--- src/rtl/usbfs_pkg.sv ---
package usbfs_pkg;

  typedef enum logic [1:0] {
    SYM_J   = 2'd0,
    SYM_K   = 2'd1,
    SYM_SE0 = 2'd2
  } line_sym_t;

  typedef enum logic [1:0] {
    CMD_REST = 2'd0,
    CMD_BIT  = 2'd1,
    CMD_SE0  = 2'd2,
    CMD_JEND = 2'd3
  } tx_cmd_t;

  typedef enum logic [1:0] {
    PH_IDLE = 2'd0,
    PH_DATA = 2'd1,
    PH_SE0B = 2'd2,
    PH_JEND = 2'd3
  } tx_phase_t;

  // NRZI: a zero flips the line state, a one holds it
  function automatic line_sym_t nrzi_step(line_sym_t cur, logic bitv);
    line_sym_t nxt;
    if (bitv) nxt = cur;
    else      nxt = (cur == SYM_J) ? SYM_K : SYM_J;
    return nxt;
  endfunction

  // {dp, dm} for a symbol; low speed swaps the J/K polarity
  function automatic logic [1:0] sym_pins(line_sym_t s, logic ls);
    logic [1:0] p;
    case (s)
      SYM_J:   p = ls ? 2'b01 : 2'b10;
      SYM_K:   p = ls ? 2'b10 : 2'b01;
      default: p = 2'b00;
    endcase
    return p;
  endfunction

  // next length of the run of ones after sending a bit
  function automatic int unsigned ones_after(int unsigned run, logic bitv);
    return bitv ? run + 1 : 0;
  endfunction

endpackage

--- src/rtl/usbfs_hold.sv ---
module usbfs_hold #(
  parameter int BYTE_W = 8
) (
  input  logic              clk,
  input  logic              rst_n,
  input  logic              wr_en,
  input  logic [BYTE_W:0]   wr_data,
  input  logic              pop,
  output logic              valid,
  output logic              sop,
  output logic [BYTE_W-1:0] byte_q,
  output logic              accept
);

  assign accept = wr_en && !valid;

  always_ff @(posedge clk or negedge rst_n) begin
    if (!rst_n) begin
      valid  <= 1'b0;
      sop    <= 1'b0;
      byte_q <= '0;
    end else if (accept) begin
      valid  <= 1'b1;
      sop    <= wr_data[BYTE_W];
      byte_q <= wr_data[BYTE_W-1:0];
    end else if (pop) begin
      valid  <= 1'b0;
    end
  end

endmodule

--- src/rtl/usbfs_bitgen.sv ---
module usbfs_bitgen
  import usbfs_pkg::*;
#(
  parameter int BYTE_W      = 8,
  parameter int STUFF_LIMIT = 6
) (
  input  logic              clk,
  input  logic              rst_n,
  input  logic              bit_en,
  input  logic              hold_valid,
  input  logic              hold_sop,
  input  logic [BYTE_W-1:0] hold_byte,
  output logic              pop,
  output tx_cmd_t           cmd,
  output logic              cmd_bit,
  output logic              stuff_ev,
  output logic              eop_ev,
  output logic              drop_ev
);

  localparam int REM_W  = (BYTE_W > 1) ? $clog2(BYTE_W) : 1;
  localparam int ONES_W = $clog2(STUFF_LIMIT + 1);

  tx_phase_t         phase_q, phase_d;
  logic [BYTE_W-1:0] sh_q, sh_d;
  logic [REM_W-1:0]  rem_q, rem_d;
  logic [ONES_W-1:0] ones_q, ones_d;

  logic stuff_due, byte_done;
  assign stuff_due = (ones_q == ONES_W'(STUFF_LIMIT));
  assign byte_done = (rem_q == '0);

  always_comb begin
    phase_d  = phase_q;
    sh_d     = sh_q;
    rem_d    = rem_q;
    ones_d   = ones_q;
    pop      = 1'b0;
    cmd      = CMD_REST;
    cmd_bit  = 1'b0;
    stuff_ev = 1'b0;
    eop_ev   = 1'b0;
    drop_ev  = 1'b0;
    if (bit_en) begin
      case (phase_q)
        PH_IDLE: begin
          if (hold_valid) begin
            pop = 1'b1;
            if (hold_sop) begin
              cmd     = CMD_BIT;
              cmd_bit = hold_byte[0];
              sh_d    = hold_byte >> 1;
              rem_d   = REM_W'(BYTE_W - 1);
              ones_d  = ONES_W'(ones_after(0, hold_byte[0]));
              phase_d = PH_DATA;
            end else begin
              drop_ev = 1'b1;
            end
          end
        end
        PH_DATA: begin
          if (stuff_due) begin
            cmd      = CMD_BIT;
            cmd_bit  = 1'b0;
            ones_d   = '0;
            stuff_ev = 1'b1;
          end else if (!byte_done) begin
            cmd     = CMD_BIT;
            cmd_bit = sh_q[0];
            sh_d    = sh_q >> 1;
            rem_d   = rem_q - 1'b1;
            ones_d  = ONES_W'(ones_after(int'(ones_q), sh_q[0]));
          end else if (hold_valid) begin
            pop     = 1'b1;
            cmd     = CMD_BIT;
            cmd_bit = hold_byte[0];
            sh_d    = hold_byte >> 1;
            rem_d   = REM_W'(BYTE_W - 1);
            ones_d  = ONES_W'(ones_after(int'(ones_q), hold_byte[0]));
          end else begin
            cmd     = CMD_SE0;
            eop_ev  = 1'b1;
            ones_d  = '0;
            phase_d = PH_SE0B;
          end
        end
        PH_SE0B: begin
          cmd     = CMD_SE0;
          phase_d = PH_JEND;
        end
        default: begin
          cmd     = CMD_JEND;
          phase_d = PH_IDLE;
        end
      endcase
    end
  end

  always_ff @(posedge clk or negedge rst_n) begin
    if (!rst_n) begin
      phase_q <= PH_IDLE;
      sh_q    <= '0;
      rem_q   <= '0;
      ones_q  <= '0;
    end else begin
      phase_q <= phase_d;
      sh_q    <= sh_d;
      rem_q   <= rem_d;
      ones_q  <= ones_d;
    end
  end

endmodule

--- src/rtl/usbfs_linecode.sv ---
module usbfs_linecode
  import usbfs_pkg::*;
(
  input  logic    clk,
  input  logic    rst_n,
  input  logic    bit_en,
  input  logic    low_speed,
  input  tx_cmd_t cmd,
  input  logic    cmd_bit,
  output logic    line_dp,
  output logic    line_dm,
  output logic    line_oe
);

  line_sym_t  level_q, level_d;
  line_sym_t  drive;
  logic       oe_d;
  logic [1:0] pins;

  always_comb begin
    level_d = level_q;
    drive   = SYM_J;
    oe_d    = 1'b1;
    case (cmd)
      CMD_BIT: begin
        level_d = nrzi_step(level_q, cmd_bit);
        drive   = level_d;
      end
      CMD_SE0: drive = SYM_SE0;
      CMD_JEND: begin
        level_d = SYM_J;
        drive   = SYM_J;
      end
      default: begin
        level_d = SYM_J;
        drive   = SYM_J;
        oe_d    = 1'b0;
      end
    endcase
  end

  assign pins = sym_pins(drive, low_speed);

  always_ff @(posedge clk or negedge rst_n) begin
    if (!rst_n) begin
      level_q <= SYM_J;
      line_dp <= 1'b1;
      line_dm <= 1'b0;
      line_oe <= 1'b0;
    end else if (bit_en) begin
      level_q <= level_d;
      line_dp <= pins[1];
      line_dm <= pins[0];
      line_oe <= oe_d;
    end
  end

endmodule

--- src/rtl/usbfs_serializer.sv ---
module usbfs_serializer
  import usbfs_pkg::*;
#(
  parameter int BYTE_W      = 8,
  parameter int STUFF_LIMIT = 6
) (
  input  logic            clk,
  input  logic            rst_n,
  input  logic            bit_en,
  input  logic            low_speed,
  input  logic            wr_en,
  input  logic [BYTE_W:0] wr_data,
  output logic            buf_full,
  output logic            line_dp,
  output logic            line_dm,
  output logic            line_oe
);

  logic              hold_valid, hold_sop, hold_accept, pop;
  logic [BYTE_W-1:0] hold_byte;
  tx_cmd_t           cmd;
  logic              cmd_bit;
  logic              stuff_ev, eop_ev, drop_ev;

  usbfs_hold #(.BYTE_W(BYTE_W)) u_hold (
    .clk     (clk),
    .rst_n   (rst_n),
    .wr_en   (wr_en),
    .wr_data (wr_data),
    .pop     (pop),
    .valid   (hold_valid),
    .sop     (hold_sop),
    .byte_q  (hold_byte),
    .accept  (hold_accept)
  );

  usbfs_bitgen #(.BYTE_W(BYTE_W), .STUFF_LIMIT(STUFF_LIMIT)) u_bitgen (
    .clk        (clk),
    .rst_n      (rst_n),
    .bit_en     (bit_en),
    .hold_valid (hold_valid),
    .hold_sop   (hold_sop),
    .hold_byte  (hold_byte),
    .pop        (pop),
    .cmd        (cmd),
    .cmd_bit    (cmd_bit),
    .stuff_ev   (stuff_ev),
    .eop_ev     (eop_ev),
    .drop_ev    (drop_ev)
  );

  usbfs_linecode u_line (
    .clk       (clk),
    .rst_n     (rst_n),
    .bit_en    (bit_en),
    .low_speed (low_speed),
    .cmd       (cmd),
    .cmd_bit   (cmd_bit),
    .line_dp   (line_dp),
    .line_dm   (line_dm),
    .line_oe   (line_oe)
  );

  assign buf_full = hold_valid;

endmodule

--- config.mk ---
export PLATFORM = sky130hd
export DESIGN_NAME = usbfs_serializer
export DESIGN_NICKNAME = d
export VERILOG_FILES = /design/src/rtl/usbfs_pkg.sv /design/src/rtl/usbfs_hold.sv /design/src/rtl/usbfs_bitgen.sv /design/src/rtl/usbfs_linecode.sv /design/src/rtl/usbfs_serializer.sv
export SDC_FILE = /design/constraint.sdc
export NUM_CORES = 1
export LEC_CHECK = 0
export BUFFER_PORTS_ARGS = -buffer_cell sky130_fd_sc_hd__buf_2
export CAP_MARGIN = 20
export CORE_ASPECT_RATIO = 1.75
export CORE_MARGIN = 4
export CORE_UTILIZATION = 35
export CTS_CLUSTER_DIAMETER = 40
export CTS_CLUSTER_SIZE = 10
export DETAILED_ROUTE_END_ITERATION = 7
export HOLD_SLACK_MARGIN = 0.06
export PLACE_DENSITY = 0.5
export SLEW_MARGIN = 20
export SYNTH_ARGS = -nofsm -noshare
export SYNTH_HDL_FRONTEND = slang
export SYNTH_SLANG_ARGS = --single-unit
export TNS_END_PERCENT = 30
--- constraint.sdc ---
create_clock -name clk -period 2.65 [get_ports clk]
set_clock_uncertainty 0.2 [all_clocks]
set_input_delay 0.3975 -clock clk [delete_from_list [all_inputs] [get_ports clk]]
set_output_delay 0.3975 -clock clk [all_outputs]
set_load 0.01 [all_outputs]
==> results by group <==
Synthesis
  • Most instantiated cells after synthesis: dfrtp_1, nand2_1, ha_1, o21ai_0, mux2_2
  • Syn_area_per_cell: 10.4 um^2
  • Mapped Cells: 159
  • Top_reg_cell synth: dfrtp_1
  • Area leader, netlist: dfrtp_1
  • Asr flop ratio synth: 1.00
  • Syn_nets: 184
  • Post-synthesis register bit count: 30
  • Cell with the most instances after synthesis: dfrtp_1
  • Sequential area share after synthesis: 0.453
  • Distinct cell type count after synthesis: 40
  • Post-synth EDFFs: 0
  • Synth Warn #: 0
  • Top post-synthesis cells by area: dfrtp_1, ha_1, mux2_2, mux2i_1, nand2_1
  • Synth top area share: 0.437
  • Post-Syn Area: 0.00166 mm^2

Worst setup path
  • CP Capture Type: flip-flop
  • Crit Reg-Reg Endpoint: u_line.line_dp$_DFFE_PN1P_
  • Slowest stage delay, CP: 410 ps
  • Family with the most delay on the worst path: compound AO/OA/AOI/OAI gates
  • Worst path depth: 10
  • FF-to-FF path depth: 10
  • R2R setup slack: 200 ps
  • Setup Crit Path Kind: flip-flop to flip-flop
  • Critical Path RT: 2660 ps
  • CP Buf/Inv Count: 1
  • Kind of start point of the critical path: flip-flop
  • CP max stage cell: dfrtp_1
  • Reg2reg start: u_bitgen.phase_q[0]$_DFFE_PN0P_
  • Critical path cell sequence: ha_1 -> a21boi_1 -> a211oi_1 -> nand2b_1 -> ha_2 -> inv_1 -> nor3_4 -> o211a_4 -> o32ai_2 -> nor3b_2
  • Crit path max fanout: 4
  • Worst EP arrival: 2460 ps

Clock tree
  • CTS Sinks: 30
  • H-Tree Depth: 2
  • Worst-Skew Late Latency: 280 ps
  • Clock slew at reported path FFs: 70 ps
  • CTS tree: done
  • CTS Buffer Depth: 2
  • Cts bufs inserted: 5
  • Clk root buf: clkbuf_8

Timing
  • Slew @ Worst Pin: 681 ps
  • Achievable Freq: 408 MHz
  • Rel. slew slack: 0.546
  • Minimum clock period: 2450 ps
  • Period utilisation layout: 0.924
  • Min Hold Slack: 145 ps
  • Slew Limit Fails: 0
  • # setup viols final: 0
  • Final hold vios: 0

Hold path
  • HP Class: input pin to flip-flop
  • Critical hold path startpoint: wr_data[1]
  • Hold depth: 2
  • Worst Hold Endpoint: u_hold.byte_q[1]$_DFFE_PN0P_

Cells and area
  • Final instance area: 0.00198 mm^2
  • Synth-to-layout area growth: 19.4%
  • Final Non-Filler Cells: 237
  • Fin nets: 210
  • Fillers: 448
  • Layout cells sized above 1: 0.285
  • Diode count: 0

Floorplanning
  • Site Rows: 32
  • Die area: 0.00595 mm^2
  • Initial core utilization: 0.370
  • # IOs: 18
  • Die H: 99.1 um
  • Core area: 0.00448 mm^2
  • Die W: 60.0 um

Drt
  • Via Count: 1225
  • DRT Wirelength: 3510 um
  • Final antenna-violating net count: 0
  • Residual DRC count: 0
  • Vias per inst: 5.17
  • Pre-antenna DRT Iters: 4
  • WL per Instance: 14.8 um
  • Initial DRC count: 18

Placed design
  • I/O Buffers: 17
  • DP Area: 0.00183 mm^2
  • Post-DP HPWL: 2720 um
  • DP Cell Count: 228
  • Global placer's final weighted congestion: 0.774

Pwr
  • Peak VDD IR: 0.581 mV
  • Leak pwr: 0.963 nW
  • Power Dens Cells: 1090 mW/mm^2

GRT
  • Global-route wire length before repair: 6180 um
  • Vias in the first global route: 1402
  • Initial antenna violation count: 0
  • Total track usage: 0.135
  • Grt total ovfl: 0
  • Largest net degree at the start of global routing: 31

Flow run
  • Max_cap viols: 0

Status
  • Status: finished clean
area by class of cell:
cell class                 instances  area, um^2  share of cell area
timing repair buffer              25         148              0.0745
clock buffer                       7        76.3              0.0385
sequential                        30         752               0.380
clock inverter                     1        30.0              0.0152
inverter                           9        33.8              0.0171
multi-input combinational        114         877               0.443
tap                               51        63.8              0.0322
power by group:
group | total, W | switching, W | internal, W | leakage [nW]
Clock | 0.000444 | 0.000163 | 0.000281 | 0.0524
Combinational | 0.000929 | 0.000481 | 0.000448 | 0.552
Sequential | 0.000792 | 0.000127 | 0.000665 | 0.359
cell usage in the layout, fill, tap and decap left out, drive strengths merged, types with 2 or more instances in the layout:
cell    netlist  final
a21o          3      3
a211oi        2      2
inv           9      9
buf           3     24
clkbuf        3      7
o21bai        3      3
mux2i         8      8
nor3b         2      2
dfrtp        29     29
nand2b        4      4
nand3         3      3
o32ai         2      2
ha           11     11
nor2          8      8
nand2        20     20
a21boi        3      3
o21ai        12     12
nor3          5      5
a21oi         3      3
mux2         11     11
nor2b         3      3
registers in the layout (all words and copies together), names as in the netlist:
signal / flops
u_hold.byte_q: 8
u_bitgen.sh_q: 7
u_bitgen.ones_q: 3
u_bitgen.rem_q: 3
u_bitgen.phase_q: 2
u_line.level_q: 2
u_hold.sop: 1
u_hold.valid: 1
u_line.line_dm: 1
u_line.line_dp: 1
u_line.line_oe: 1
stage by stage:
| stage | worst slack, ps | utilization | power [W] | setup TNS (ps) |
|---|---|---|---|---|
| finish | 201 | 0.442 | 0.00217 | 0 |
| global route | -5.42 | 0.442 | 0.00236 | -5.42 |
| CTS | 30.3 | 0.433 | 0.00217 | 0 |
| detailed placement | -49.5 | 0.407 | 0.00171 | -49.5 |
| global placement | 33.6 | 0.407 | 0.00168 | 0 |
| floorplan | 85.3 | - | 0.00143 | 0 |
kinds of logic (layout without fill, tap and decap cells):
kind of cell | after synthesis | count (layout) | share of synthesized area
AOI/OAI and AO/OA | 36 | 36 | 0.158
adders and majority gates | 11 | 11 | 0.0830
buffers and inverters | 15 | 42 | 0.0415
DFF | 30 | 30 | 0.453
muxes | 19 | 19 | 0.125
and+or+nand+nor | 48 | 48 | 0.139
metal layers:
metal | up-vias | GRT usage | share of wire
li1 | 605 | - | -
met1 | 582 | 0.134 | 0.36
met2 | 28 | 0.243 | 0.56
met3 | 10 | 0.0433 | 0.050
met4 | 0 | 0.0614 | 0.031
met5 | - | 0 | 0
what timing repair did:
action | in CTS | in global routing
setup buffers | 0 | 0
hold buffers | 1 | 0
endpoints found under the hold margin | 29 | 0
pin swaps | 0 | 0
gates resized for setup | 1 | 8
setup endpoints to repair | 1 | 2
worst max-delay path by stage:
stage,from,to,slack (ps)
2_1_floorplan,u_bitgen.phase_q[1]$_DFFE_PN0P_,u_line.line_dp$_DFFE_PN1P_,90
3_3_place_gp,u_bitgen.ones_q[0]$_DFFE_PN0P_,u_line.line_dp$_DFFE_PN1P_,30
3_5_place_dp,u_bitgen.ones_q[0]$_DFFE_PN0P_,u_line.line_dp$_DFFE_PN1P_,-50
4_1_cts,u_bitgen.ones_q[0]$_DFFE_PN0P_,u_line.line_dp$_DFFE_PN1P_,30
5_1_grt,u_bitgen.ones_q[0]$_DFFE_PN0P_,u_line.line_dp$_DFFE_PN1P_,-5
6_report,u_bitgen.phase_q[0]$_DFFE_PN0P_,u_line.line_dp$_DFFE_PN1P_,200
(Power assumes the default switching activity.)
